## src/rtl/can_si_pkg.sv

```systemverilog
package can_si_pkg;

  // Host register map (2-bit address)
  localparam logic [1:0] ADDR_CTRL  = 2'd0;
  localparam logic [1:0] ADDR_STAT  = 2'd1;
  localparam logic [1:0] ADDR_ERRC  = 2'd2;
  localparam logic [1:0] ADDR_INTID = 2'd3;

  // Last-error code values
  localparam logic [2:0] LEC_NONE = 3'd0;
  localparam logic [2:0] LEC_IDLE = 3'd7;

  // Identifier value for a pending status event
  localparam logic [15:0] INTID_STATUS = 16'h8000;

  // Control bit positions
  localparam int CTRL_IE  = 1;
  localparam int CTRL_SIE = 2;
  localparam int CTRL_EIE = 3;

  typedef struct packed {
    logic boff;
    logic ewarn;
    logic epass;
  } bus_state_t;

endpackage

```

## src/rtl/can_si_errview.sv

```systemverilog
module can_si_errview
  import can_si_pkg::*;
#(
  parameter int TEC_W         = 8,
  parameter int REC_W         = 7,
  parameter int WARN_LIMIT    = 96,
  parameter int PASSIVE_LIMIT = 127,
  localparam int ERRC_W       = TEC_W + REC_W + 1
) (
  input  logic              clk,
  input  logic              rst_n,
  input  logic [TEC_W-1:0]  tec,
  input  logic [REC_W-1:0]  rec,
  input  logic              rx_passive,
  input  logic              bus_off,
  output logic [ERRC_W-1:0] errc_q,
  output bus_state_t        state_q,
  output logic              state_chg
);

  localparam logic [TEC_W-1:0] TEC_WARN = TEC_W'(WARN_LIMIT);
  localparam logic [REC_W-1:0] REC_WARN = REC_W'(WARN_LIMIT);
  localparam logic [TEC_W-1:0] TEC_PASS = TEC_W'(PASSIVE_LIMIT);

  logic [ERRC_W-1:0] errc_d;
  bus_state_t        state_d;
  logic              errc_en;

  always_comb begin
    errc_d        = {rx_passive, rec, tec};
    errc_en       = (errc_d != errc_q);
    state_d.boff  = bus_off;
    state_d.ewarn = (tec >= TEC_WARN) || (rec >= REC_WARN);
    state_d.epass = (tec > TEC_PASS) || rx_passive;
    state_chg     = (state_d != state_q);
  end

  always_ff @(posedge clk or negedge rst_n) begin
    if (!rst_n) begin
      errc_q  <= '0;
      state_q <= '0;
    end else begin
      if (errc_en)   errc_q  <= errc_d;
      if (state_chg) state_q <= state_d;
    end
  end

endmodule

```

## src/rtl/can_si_status.sv

```systemverilog
module can_si_status
  import can_si_pkg::*;
(
  input  logic       clk,
  input  logic       rst_n,
  input  logic       ev_tx_ok,
  input  logic       ev_rx_ok,
  input  logic       ev_err_valid,
  input  logic [2:0] ev_err_code,
  input  logic       host_wr,
  input  logic [4:0] host_wdata,
  input  logic       host_rd,
  input  logic       sie,
  input  logic       eie,
  input  bus_state_t state_q,
  input  logic       state_chg,
  output logic [7:0] stat_word,
  output logic       stat_pend
);

  logic       txok_q, txok_d;
  logic       rxok_q, rxok_d;
  logic [2:0] lec_q, lec_d;
  logic       pend_d;
  logic       lec_err;
  logic       sie_cause;
  logic       pend_set;

  always_comb begin
    // transmit/receive OK: host can only clear, strobes set with priority
    txok_d = txok_q;
    rxok_d = rxok_q;
    if (host_wr && !host_wdata[3]) txok_d = 1'b0;
    if (host_wr && !host_wdata[4]) rxok_d = 1'b0;
    if (ev_tx_ok) txok_d = 1'b1;
    if (ev_rx_ok) rxok_d = 1'b1;

    // last-error code: hardware event beats host write
    lec_d = lec_q;
    if (host_wr)      lec_d = host_wdata[2:0];
    if (ev_err_valid) lec_d = ev_err_code;

    lec_err   = ev_err_valid && (ev_err_code != LEC_NONE) && (ev_err_code != LEC_IDLE);
    sie_cause = ev_tx_ok || ev_rx_ok || lec_err;
    pend_set  = (sie && sie_cause) || (eie && state_chg);

    if (pend_set)     pend_d = 1'b1;
    else if (host_rd) pend_d = 1'b0;
    else              pend_d = stat_pend;
  end

  always_ff @(posedge clk or negedge rst_n) begin
    if (!rst_n) begin
      txok_q    <= 1'b0;
      rxok_q    <= 1'b0;
      lec_q     <= '0;
      stat_pend <= 1'b0;
    end else begin
      txok_q    <= txok_d;
      rxok_q    <= rxok_d;
      lec_q     <= lec_d;
      stat_pend <= pend_d;
    end
  end

  assign stat_word = {state_q.boff, state_q.ewarn, state_q.epass, rxok_q, txok_q, lec_q};

endmodule

```

## src/rtl/can_si_prio.sv

```systemverilog
module can_si_prio
  import can_si_pkg::*;
#(
  parameter int NUM_OBJ = 32
) (
  input  logic               clk,
  input  logic               rst_n,
  input  logic [NUM_OBJ-1:0] obj_pend,
  input  logic               stat_pend,
  output logic [15:0]        intid
);

  logic [NUM_OBJ-1:0] pend_q;
  logic [15:0]        obj_num;
  logic               pend_en;

  assign pend_en = (obj_pend != pend_q);

  always_ff @(posedge clk or negedge rst_n) begin
    if (!rst_n)       pend_q <= '0;
    else if (pend_en) pend_q <= obj_pend;
  end

  // lowest index wins: scan downward so the last match is the lowest
  always_comb begin
    obj_num = '0;
    for (int i = NUM_OBJ - 1; i >= 0; i--) begin
      if (pend_q[i]) obj_num = 16'(i + 1);
    end
  end

  assign intid = stat_pend ? INTID_STATUS : obj_num;

endmodule

```

## src/rtl/can_stat_irq.sv

```systemverilog
module can_stat_irq
  import can_si_pkg::*;
#(
  parameter int NUM_OBJ       = 32,
  parameter int TEC_W         = 8,
  parameter int REC_W         = 7,
  parameter int WARN_LIMIT    = 96,
  parameter int PASSIVE_LIMIT = 127
) (
  input  logic               clk,
  input  logic               rst_n,
  input  logic               reg_wr,
  input  logic               reg_rd,
  input  logic [1:0]         reg_addr,
  input  logic [15:0]        reg_wdata,
  output logic [15:0]        reg_rdata,
  input  logic               ev_tx_ok,
  input  logic               ev_rx_ok,
  input  logic               ev_err_valid,
  input  logic [2:0]         ev_err_code,
  input  logic [TEC_W-1:0]   tec_in,
  input  logic [REC_W-1:0]   rec_in,
  input  logic               rx_passive_in,
  input  logic               bus_off_in,
  input  logic [NUM_OBJ-1:0] obj_pend_in,
  output logic               irq
);

  localparam int ERRC_W = TEC_W + REC_W + 1;

  logic [3:1]        ctrl_q, ctrl_d;
  logic              ctrl_en;
  logic              ctrl_ie;
  logic              stat_wr, stat_rd;
  logic [7:0]        status_word;
  logic              stat_pend;
  logic [15:0]       intid;
  logic [ERRC_W-1:0] errc_q;
  bus_state_t        state_q;
  logic              state_chg;
  logic              unused_wdata;

  assign unused_wdata = ^reg_wdata[15:5];

  // control register
  assign ctrl_en = reg_wr && (reg_addr == ADDR_CTRL);
  assign ctrl_d  = reg_wdata[3:1];

  always_ff @(posedge clk or negedge rst_n) begin
    if (!rst_n)       ctrl_q <= '0;
    else if (ctrl_en) ctrl_q <= ctrl_d;
  end

  assign ctrl_ie = ctrl_q[CTRL_IE];
  assign stat_wr = reg_wr && (reg_addr == ADDR_STAT);
  assign stat_rd = reg_rd && (reg_addr == ADDR_STAT);

  can_si_errview #(
    .TEC_W         (TEC_W),
    .REC_W         (REC_W),
    .WARN_LIMIT    (WARN_LIMIT),
    .PASSIVE_LIMIT (PASSIVE_LIMIT)
  ) u_errview (
    .clk        (clk),
    .rst_n      (rst_n),
    .tec        (tec_in),
    .rec        (rec_in),
    .rx_passive (rx_passive_in),
    .bus_off    (bus_off_in),
    .errc_q     (errc_q),
    .state_q    (state_q),
    .state_chg  (state_chg)
  );

  can_si_status u_status (
    .clk          (clk),
    .rst_n        (rst_n),
    .ev_tx_ok     (ev_tx_ok),
    .ev_rx_ok     (ev_rx_ok),
    .ev_err_valid (ev_err_valid),
    .ev_err_code  (ev_err_code),
    .host_wr      (stat_wr),
    .host_wdata   (reg_wdata[4:0]),
    .host_rd      (stat_rd),
    .sie          (ctrl_q[CTRL_SIE]),
    .eie          (ctrl_q[CTRL_EIE]),
    .state_q      (state_q),
    .state_chg    (state_chg),
    .stat_word    (status_word),
    .stat_pend    (stat_pend)
  );

  can_si_prio #(
    .NUM_OBJ (NUM_OBJ)
  ) u_prio (
    .clk       (clk),
    .rst_n     (rst_n),
    .obj_pend  (obj_pend_in),
    .stat_pend (stat_pend),
    .intid     (intid)
  );

  always_comb begin
    unique case (reg_addr)
      ADDR_CTRL:  reg_rdata = {12'h000, ctrl_q, 1'b0};
      ADDR_STAT:  reg_rdata = {8'h00, status_word};
      ADDR_ERRC:  reg_rdata = 16'(errc_q);
      default:    reg_rdata = intid;
    endcase
  end

  assign irq = ctrl_ie && (intid != 16'h0000);

endmodule

```

## config.mk

```make
export PLATFORM = sky130hd
export DESIGN_NAME = can_stat_irq
export DESIGN_NICKNAME = d
export VERILOG_FILES = /design/src/rtl/can_si_pkg.sv /design/src/rtl/can_si_errview.sv /design/src/rtl/can_si_status.sv /design/src/rtl/can_si_prio.sv /design/src/rtl/can_stat_irq.sv
export SDC_FILE = /design/constraint.sdc
export NUM_CORES = 1
export LEC_CHECK = 0
export BUFFER_PORTS_ARGS = -buffer_cell sky130_fd_sc_hd__buf_2
export CAP_MARGIN = 30
export CORE_MARGIN = 2
export CORE_UTILIZATION = 38
export CTS_CLUSTER_DIAMETER = 100
export DETAILED_ROUTE_END_ITERATION = 12
export SLEW_MARGIN = 5
export SYNTH_ARGS = -nofsm -noshare
export SYNTH_HDL_FRONTEND = slang
export SYNTH_HIERARCHICAL = 1
export SYNTH_SLANG_ARGS = --single-unit
```

## constraint.sdc

```tcl
create_clock -name clk -period 2.4 [get_ports clk]
set_clock_uncertainty 0.15 [all_clocks]
set_input_delay 0.36 -clock clk [delete_from_list [all_inputs] [get_ports clk]]
set_output_delay 0.36 -clock clk [all_outputs]
set_load 0.1 [all_outputs]
```

==> results.txt, run 1 <==
The run finished, with violations left. The checks that failed: negative setup slack. The tools report the tightest slew margin relative to the limit as 0.605.

The tools report the power after layout as 2.72 mW. Compared with the post-synthesis result, the final layout area differs by 53.4%. Gate count after technology mapping: 260.

The full die area came out at 0.00818 mm2. For the final core area utilization, the log shows 0.600. Yosys mapped a number of flops with a built-in enable equal to 0. After detailed routing, the number of remaining DRC violations is 0. Summed over all failing endpoints, the final setup total negative slack is -3.11 ns.

The logs give 0.00725 mm2 for the placeable core region and 2.39 ns for the critical path arrival. Max-cap violations in this run came to 0. The global route total overflow came out at 0. TritonCTS built the clock tree. The average instance in the mapped netlist occupies 10.9 um2. Leaving out filler cells and counting taps, the final layout contains 477. In this run the remaining antenna-violating nets after routing total 0. The count of endpoints failing hold in the final timing report is 0. The count of buffers added on input and output ports is 82. In this run the worst path has a maximum fanout of 2.

For the number of warnings reported in the yosys synthesis log, the log shows 6. The run gives 2,352 as the via count of the first global-routing pass. Clock latency on the worst-skew pair, taken at its later pin, is 0.34 ns. The library cells used most frequently in the layout, excluding fill and tap cells, are buf_2, dfrtp_1, dlygate4sd3_1. Setup repair after global routing could not meet its margin everywhere. Die boundary height: 90.4 um. The starting density of the core is 0.391, and the number of buffers added by the clock tree synthesis step is 9.

In this run the cell area measured after placement is 0.00344 mm2. The most common cell after layout, fill and taps aside was buf_2. The async set or reset register ratio after synthesis was 1.00. The wire length of the first global-routing pass was 10,900 um; the total routing usage reported by global routing was 0.170.

The number of cells on the worst hold path was 2. The part of the cycle the worst path needs came out at 1.21. Summing all non-filler instances in the final layout gives an area of 0.00435 mm2.

The logs give 1.07 ns for the worst setup slack for register-to-register paths and 0 for the final number of max-transition violations. 94 I/O pins were placed. The worst setup path is launched from a flip-flop.

The worst supply voltage drop on vdd was 0.433 mV; the maximum clock frequency was 345 MHz. The slack of the critical path was -0.496 ns; the portion of synthesized cell area occupied by the leading cell type was 0.529. The critical path is of the reg -> out type.

The analysis attributes to cell leakage a power of 1.96 nW. The clock root buffer master is clkbuf_8. Synthesis instantiated 48 different standard cells from the library. The share of final-layout standard cells stronger than drive strength 1 is 0.479. Setup violations remaining at the end of the flow were counted as 7. The last weighted congestion value of the routability-driven placer was 0.774; the placed wire-length estimate after detailed placement was 4480 um.

The count of vias placed by the detailed router was 2,184; the worst reg2reg path depth was 3. The sequential area share after synthesis was 0.529. The number of diodes is 0.

After detailed routing, the number of vias per cell comes to 4.58. In this run the cell area of the synthesized design comes to 0.00284 mm2. The final period demand of the worst path is 2.90 ns. The required time of the critical path is 1.89 ns, and the CTS clock-pin slew for the worst setup and hold paths is 0.07 ns.

For this design, the sink count on the clock tree is 60. At the pin with the least slew margin, the transition time is 0.593 ns. The flip-flop and latch count after synthesis was 60; the number of levels in the clock H-tree was 3. After detailed routing, the average wire length per cell comes to 13.7 um. The tools report the detailed-route wire length as 6540 um.

The number of design-rule violations left by the first detailed-router iteration is 48. The run gives 4 as the number of iterations in the first detailed-routing pass. The worst setup path is captured at an output port. Summed over all instances, the cell type with the most area after synthesis is dfrtp_1. The leading register cell type out of synthesis is dfrtp_1.

The path class of the tightest hold or removal check is in -> reg. The run gives 31 as the total number of placement rows. The power per cell area is 624 mW/mm2. The longest clock path from root to sink contains 2 buffers. The tools report the number of antenna violations at the first check in global routing as 0. By area the synthesized netlist is led by dfrtp_1, clkbuf_1, buf_4, mux2i_1, nor2b_1.

The net count of the finished layout is 451. The chip width works out to 90.4 um. Entering global routing, the biggest net connects 27 pins. The number of placed instances, taps included came out at 410.
==> cell usage after synthesis, types with 3 or more instances <==
master    count
a21o_1        3
nor3_1        5
or4_4         3
mux2_2        6
and2_1        3
clkbuf_1     49
a21oi_1       7
nand2_1       6
dfrtp_1      60
o21ai_0       4
inv_1         8
mux2i_1      11
nor2b_1      12
buf_4        15
nor4_1       10
nor2_1       10
o31ai_1       4
a22o_1        5
xnor2_1       3
==> where the power goes <==
group / internal, mW / total (mW) / switching (mW)
sequential: 1.07 / 1.12 / 0.0442
combinational: 0.277 / 0.633 / 0.356
clock: 0.577 / 0.966 / 0.389
total: 1.93 / 2.72 / 0.789
==> worst paths after layout <==
kind / start / endpoint
min in group asynchronous: rst_n / u_errview/errc_q[6]
worst min register to register: u_status/txok_q / u_status/txok_q
worst max register to register: u_errview/state_q[0] / u_status/stat_pend
worst max-delay path: u_prio/pend_q[28] / reg_rdata[5]
max in group asynchronous: rst_n / u_prio/pend_q[7]
worst min-delay path: ev_rx_ok / u_status/rxok_q
==> registers in the layout, indices dropped and copies added (netlist names) <==
| signal | count |
|---|---|
| u_prio/pend_q | 32 |
| u_errview/errc_q | 16 |
| ctrl_q | 3 |
| u_errview/state_q | 3 |
| u_status/lec_q | 3 |
| u_status/rxok_q | 1 |
| u_status/stat_pend | 1 |
| u_status/txok_q | 1 |
==> kinds of logic (layout without fill, tap and decap cells) <==
family | count (synthesis) | count (layout) | share of synthesized area
buffers and inverters | 76 | 186 | 0.131
AND/OR/NAND/NOR | 61 | 61 | 0.137
other | 1 | 9 | 0.00132
AO/OA/AOI/OAI | 37 | 37 | 0.0943
XOR/XNOR | 3 | 3 | 0.00926
flip-flops | 60 | 60 | 0.529
multiplexers | 22 | 22 | 0.0983
==> layer usage <==
| layer | track usage | vias up | share of wire |
|---|---|---|---|
| li1 | - | 1064 | - |
| met1 | 0.198 | 1053 | 0.43 |
| met2 | 0.299 | 61 | 0.52 |
| met3 | 0.0568 | 6 | 0.043 |
| met4 | 0.0462 | 0 | 0.012 |
| met5 | 0 | - | 0 |
==> critical path: stages, from the launching register on <==
cell and delay [ns]:
dfrtp_1 0.38, or4_4 0.55, nand2b_4 0.18, nor3_4 0.18
and3_4 0.23, buf_6 0.09, mux2_4 0.14, a22o_4 0.13
buf_12 0.16
==> repair_timing <==
action / in CTS / in global routing
pin swaps: 9 / 10
cloned: 0 / 0
gates resized for setup: 27 / 10
endpoints found under the setup margin: 7 / 7
endpoints found under the hold margin: 73 / 0
buffers inserted: 1 / 2
hold buffers: 50 / 0
==> cell type report <==
cell class,count,area (um2)
clock buffer,9,124
clock inverter,6,90.1
fill,618,2900
inverter,8,30.0
multi-input combinational,132,1200
sequential,60,1500
tap,99,124
timing repair buffer,163,1280
==> through the flow <==
stage	worst slack [ns]	hold WS, ns
after floorplan	-0.237	-0.0856
after global placement	-0.192	0.251
after detailed placement	-0.205	0.255
after CTS	-0.502	0.0559
after global routing	-0.618	0.0681
final	-0.496	0.0765
Power figures use the tool's default switching activity.
==> inputs of run 2 (changes only) <==
- PLACE_DENSITY: not set -> 0.67
- clock period: 2.4 -> 3.35 ns (I/O delays scaled with it)
==> results.txt, run 2 (synthesized netlist as in run 1, its figures left out) <==
The most common cell after layout, fill and taps aside is buf_2. The delay of the slowest cell on the worst path was 0.57 ns (+0.02 ns). TritonCTS built the clock tree. The tools report the total number of placement rows as 31 (unchanged).

The logs give 0 (unchanged) for the count of endpoints failing hold in the final timing report and 5780 um (-12%) for the detailed-route wire length. The number of levels in the clock H-tree came out at 3 (unchanged). Counting flops per register, the top entry is u_prio/pend_q. The number of placed instances, taps included is 382 (-6.8%), and the final period demand of the worst path is 3.20 ns.

The tools report the final number of max-transition violations as 0 (unchanged). The power per cell area was 566 mW/mm2 (-9.2%); the global route total overflow was 0 (unchanged). The run gives 1.55 nW (-21%) as the static leakage. Net total in the final layout: 371 (-18%). Area taken by multi-input logic gates: 0.00102 mm2 (-15%). The root buffer cell chosen for the clock tree is clkbuf_8. The placed wire-length estimate after detailed placement is 4500 um (+0.38%), and the average wire length per cell after detail routing is 14.5 um (+6.0%). Number of buffers added by the clock tree synthesis step: 9 (unchanged). The via count of the first global-routing pass is 1,895 (-19%). The tools report the worst setup slack for register-to-register paths as 2.09 ns (+1.02 ns).

The total setup violations reported at the end of the flow was 0 (-7). Leaving out fill and tap cells, the most frequent cells in the layout are buf_2, dfrtp_1, nor2b_1. The wire length of the first global-routing pass is 9340 um (-14%).

The remaining routing DRC violations was 0 (unchanged); the die boundary height was 90.4 um (unchanged). For the tightest slew margin relative to the limit, the log shows 0.445 (-0.159). Setup repair after global routing left no endpoint under its margin.

The logs give 0.391 (unchanged) for the starting density of the core and 0.460 (-0.140) for the final core area utilization. The maximum clock frequency came out at 312 MHz. In the final layout, the registers with the most flip-flops are u_prio/pend_q x32, u_errview/errc_q x16. The max-cap violation count came out at 0 (unchanged). The number of antenna violations at the first check in global routing was 0 (unchanged).

The via count normalized by instance count was 4.74 (+3.4%). The chip width was 90.4 um (unchanged); the number of iterations in the first detailed-routing pass was 4 (unchanged). The final-layout fill cell count came out at 681 (+10%). The part of the cycle the worst path needs was 0.955.

Compared with the post-synthesis result, the final layout area differs by 17.6%. The number of buffers added for setup after CTS came out at 0 (-1). The area taken by flip-flops and latches is 0.00150 mm2 (unchanged). The slowest cell on the critical path is or4_4.

Number of hold buffers added after cts: 0 (-100%). The post-route antenna net violation count was 0 (unchanged); the total routing usage reported by global routing was 0.151 (-0.0188). Post-cts resize count: 0 (-100%).

The placeable core region came out at 0.00725 mm2 (unchanged). The worst supply voltage drop on vdd was 0.241 mV (-44%). For the last weighted congestion value of the routability-driven placer, the log shows 0.733 (-5.3%).

Worst hold path class: in -> async. For the count of boundary I/O pins, the log shows 94 (unchanged). The transition time at the pin with the least slew margin was 0.832 ns (+0.239 ns); the clock latency at the later pin of the worst-skew pair was 0.33 ns (about the same). The number of I/O port buffers came out at 82 (unchanged). Number of clock sinks: 60 (unchanged). The logs give 40 (+48%) for the pin count of the biggest net entering global routing and 0 (unchanged) for the number of diodes. The run gives 59 (+23%) as the number of design-rule violations left by the first detailed-router iteration. The critical-path maximum fanout was 3 (+1). The worst setup path is launched from a flip-flop. The number of non-filler instances in the completed layout is 398 (-17%), and the full die area is 0.00818 mm2 (unchanged). The run gives 2 (unchanged) as the maximum clock path buffer count.

The flow ran to the end, and the final reports show no timing, DRC or antenna violations. The CTS clock-pin slew for the worst setup and hold paths was 0.07 ns (about the same); the flip-flop count of the largest register after layout was 32 (unchanged). The run gives 0 ns (+3.11 ns) as the final setup TNS. The signal on the critical path passes through or4_4, a21oi_1, o21ai_1, nand2_1, a21boi_1, mux4_1, buf_2. The run gives 1,885 (-14%) as the count of vias placed by the detailed router. The setup path with the least slack is of type reg -> out. The run gives 2.70 ns (+0.81 ns) as the required time of the critical path. The critical path arrival came out at 2.55 ns (+0.16 ns).

The capturing element type of the critical path was an output port. The share of final-layout standard cells stronger than drive strength 1 is 0.401 (-0.0775).
[run 2: through the flow]
stage / power (mW) / hold slack [ns] / area, um2 / setup slack, ns
floorplan: 1.07 / 0.0569 / 2880 / 0.361
global placement: 1.13 / 0.305 / 3080 / 0.416
detailed placement: 1.13 / 0.317 / 3080 / 0.434
CTS: 1.91 / 0.0961 / 3320 / 0.0503
global route: 1.97 / 0.0879 / 3340 / 0.00506
finish: 1.89 / 0.114 / 3340 / 0.149
[run 2: path summary, 6_finish.rpt]
| check | start | endpoint | cells after the start |
|---|---|---|---|
| setup reg to reg | u_errview/state_q[0] | u_status/stat_pend | 3 |
| setup / recovery | u_prio/pend_q[22] | reg_rdata[2] | 7 |
| max in group asynchronous | rst_n | u_prio/pend_q[28] | 2 |
| min in group clk | obj_pend_in[11] | u_prio/pend_q[11] | 1 |
| hold reg to reg | u_status/txok_q | u_status/txok_q | 1 |
| hold / removal | rst_n | u_prio/pend_q[13] | 1 |
[run 2: final cells by class]
class,instances,area share
Sequential cell,60,0.450
Multi-Input combinational cell,132,0.305
Timing Repair Buffer,83,0.127
Clock buffer,10,0.0382
Tap cell,99,0.0371
Clock inverter,6,0.0337
Inverter,8,0.00900
[run 2: layer usage]
layer  global-route usage  vias to the layer above  routed length, um
li1                     -                      908                  -
met4               0.0654                        0                 97
met5                    0                        -                  0
met3               0.0426                        7                332
met2                0.230                       65               2670
met1                0.203                      905               2680
[run 2: critical path, delay by kind of cell (launching register included)]
family | cells | cell delay [ns]
muxes | 1 | 0.52
and+or+nand+nor | 2 | 0.65
DFF | 1 | 0.39
AOI/OAI and AO/OA | 3 | 0.34
buffers and inverters | 1 | 0.31
[run 2: power by group]
| group | internal, mW | switching (mW) | leakage (nW) |
|---|---|---|---|
| clock | 0.494 | 0.275 | 0.109 |
| combinational | 0.0961 | 0.223 | 0.752 |
| sequential | 0.769 | 0.0337 | 0.691 |
==> inputs of run 3 (changes only) <==
- CORE_ASPECT_RATIO: not set -> 1.4
==> results.txt, run 3 (synthesized netlist as in run 1, its figures left out) <==
The flow ran to the end, and the final reports show no timing, DRC or antenna violations. The power per cell area is 523 mW/mm2 (-7.6%), and the average wire length per cell after detail routing is 13.7 um (-5.6%). The critical path ends at reg_rdata[2]. The logs give 0 (unchanged) for the number of hold buffers added after cts and 0 (unchanged) for the post-route antenna net violation count. For the remaining routing DRC violations, the log shows 0 (unchanged).

The logic depth of the worst setup path including buffers is 7 (unchanged). The global-route track usage on met2 is 0.249 (+0.0188). The kind of critical path was reg -> out. Area taken by multi-input logic gates: 0.00100 mm2 (-1.5%). The maximum clock path buffer count was 2 (unchanged). The switching portion of total power is 0.293 (+0.0117), and the count of boundary I/O pins is 94 (unchanged). The last weighted congestion value of the routability-driven placer was 0.756 (+3.2%). The critical path arrival was 2.52 ns (-0.03 ns); the total setup violations reported at the end of the flow was 0 (unchanged).

The critical-path maximum fanout was 3 (unchanged); the full die area was 0.00819 mm2 (+0.12%). After global routing, the most crowded layer is met2. Worst hold path class: in -> async. For the met1 routing resource usage after global routing, the log shows 0.158 (-0.0453). The tools report the clock latency at the later pin of the worst-skew pair as 0.33 ns (about the same). For the detailed-route wire length, the log shows 5420 um (-6.3%). The transition time at the pin with the least slew margin is 0.716 ns (-0.116 ns). The number of levels in the clock H-tree came out at 3 (unchanged). The run gives 0.00731 mm2 (+0.85%) as the placeable core region. Wire length of the first global-routing pass: 8600 um (-7.9%).

The worst reg2reg path depth is 3 (unchanged). The worst path buffer plus inverter count is 1 (unchanged), and the worst hold margin is 0.0709 ns (-0.0433 ns). The startpoint identified for the worst register-to-register timing path is u_errview/state_q[2]. The tightest slew margin relative to the limit was 0.523 (+0.0771); the via count of the first global-routing pass was 1,835 (-3.2%). The logs give 0.183 (+0.014) for the power share of the combinational group and 0.143 (-0.00823) for the total routing usage reported by global routing.

The final period demand of the worst path came out at 3.17 ns (-0.0307 ns). The portion of total power attributed to the clock network was 0.348 (-0.059). The part of the cycle the worst path needs was 0.946 (-0.00915); the cell area reported after detailed placement was 0.00307 mm2 (about the same). The run gives 0 (unchanged) as the global route total overflow.

The sort of element at the start of the critical path is a flip-flop. The CTS clock-pin slew for the worst setup and hold paths works out to 0.06 ns (about the same). The largest registers in the layout are u_prio/pend_q x32, u_errview/errc_q x16. The tools report the slack of the critical path as 0.180 ns (+0.0307 ns). The worst setup slack for register-to-register paths is 2.11 ns (+0.02 ns).

The number of I/O port buffers is 82 (unchanged), and the power after layout is 1.71 mW (-9.6%). For the design internal power, the log shows 1.21 mW (-11%). The area growth from synthesis to layout is 15.0%. The run gives 2.70 ns (about the same) as the required time of the critical path. The final core area utilization came out at 0.446 (-0.0138). The run gives 0.388 (-0.00328) as the starting density of the core. The final setup TNS came out at 0 ns (unchanged).

The delay of the slowest cell on the worst path was 0.57 ns (about the same); the number of placed instances, taps included was 380 (-0.52%). The library cell used most frequently in the layout, excluding fill and tap cells, is buf_2. Chip width: 77.1 um (-15%). Traced cell by cell, the critical path runs through or4_4, a21oi_1, o21ai_1, nand2_1, a21boi_1, mux4_1, buf_2. TritonCTS built the clock tree. The share of final-layout standard cells stronger than drive strength 1 came out at 0.393 (-0.00872). The run gives 0 (unchanged) as the number of diodes.

The tools report the area of all placed cells without fillers as 0.00327 mm2 (-2.2%). The tools report the number of iterations in the first detailed-routing pass as 4 (unchanged). The run gives 1.54 nW (-0.92%) as the static leakage. Setup repair after global routing left no endpoint under its margin. For the setup slack after placement, the log shows 0.465 ns (+0.0310 ns).

The logs give 0 (unchanged) for the count of endpoints failing hold in the final timing report and 315 MHz (+0.97%) for the maximum clock frequency. The number of antenna violations at the first check in global routing was 0 (unchanged). The run gives 0.231 mV (-4.0%) as the worst supply voltage drop on vdd.

The logs give 395 (-0.75%) for the number of non-filler instances in the completed layout and 0 (unchanged) for the max-cap violation count. The die boundary height is 106 um (+18%), and the total number of placement rows is 37 (+19%). The global-route track usage on met3 was 0.0399 (-0.00267); the number of buffers added by the clock tree synthesis step was 9 (unchanged). The net total in the final layout was 371 (unchanged). STA classifies the critical path endpoint as an output port.

Largest delay contributor family on the critical path: simple AND/OR/NAND/NOR gates. The run gives 0.00150 mm2 (unchanged) as the area taken by flip-flops and latches. The logs give 0 (unchanged) for the final number of max-transition violations and 36 (-10%) for the pin count of the biggest net entering global routing. The flip-flop count of the largest register after layout is 32 (unchanged). The root buffer cell chosen for the clock tree is clkbuf_8. The number of clock sinks is 60 (unchanged), and the final-layout fill cell count is 756 (+11%). The top cell types in the final layout, fill and taps aside, are buf_2, dfrtp_1, clkbuf_8. The placed wire-length estimate after detailed placement is 4240 um (-5.8%). Startpoint of the most critical setup path: u_prio/pend_q[22]. The via count normalized by instance count was 4.63 (-2.3%). Ranked by flip-flop count, first place goes to u_prio/pend_q.

Switching component of the power: 500 uW (-5.9%). The capture instance of the worst register-to-register path is u_status/stat_pend. Number of design-rule violations left by the first detailed-router iteration: 73 (+24%). Among all stages on the critical path, the largest delay is contributed by or4_4. The count of vias placed by the detailed router is 1,828 (-3.0%), and the portion of total power attributed to sequential cells is 0.470 (+0.045).
==> run 3: cell count changes in the layout (fill, tap and decap cells not counted), sizes merged <==
cell | before | now
buf | 81 | 82
clkinv | 0 | 1
clkbuf | 12 | 15
bufinv | 3 | 0
clkinvlp | 3 | 0
==> run 3: cell type report <==
cell class,count,area share
Multi-Input combinational cell,132,0.307
Tap cell,97,0.0372
Clock inverter,1,0.00153
Sequential cell,60,0.460
Inverter,8,0.00920
Clock buffer,14,0.0559
Timing Repair Buffer,83,0.130
==> run 3: worst min path at each step <==
| stage | start | to | slack (ns) | depth (start not counted) |
|---|---|---|---|---|
| floorplan | rst_n | ctrl_q[1] | 0.06 | 0 |
| global placement | u_status/txok_q | u_status/txok_q | 0.32 | 1 |
| detailed placement | u_status/txok_q | u_status/txok_q | 0.32 | 1 |
| CTS | rst_n | u_errview/errc_q[9] | 0.08 | 1 |
| global route | rec_in[0] | u_errview/errc_q[8] | 0.1 | 1 |
| finish | rst_n | u_errview/errc_q[9] | 0.07 | 1 |
==> run 3: worst reg2reg max path, cell delays in order, from the launching register on <==
cell and delay, ns:
dfrtp_1 0.38, xnor2_1 0.16, nand3_1 0.11, a221o_1 0.32
==> run 3: layer usage <==
metal,up-vias,part of all wire
met4,0,0.021
met5,-,0
li1,906,-
met2,58,0.54
met3,9,0.058
met1,855,0.38
==> run 3: what timing repair did <==
action,in CTS,in global routing
resized for setup,0,3
setup buffers,0,0
endpoints found under the setup margin,0,2
==> run 3: power groups by stage <==
stage / clock network (mW) / logic, mW / registers (mW)
after floorplan: 0 / 0.262 / 0.805
after global placement: 0 / 0.310 / 0.814
after detailed placement: 0 / 0.312 / 0.816
after CTS: 0.616 / 0.312 / 0.803
after global routing: 0.653 / 0.335 / 0.807
final: 0.594 / 0.312 / 0.802
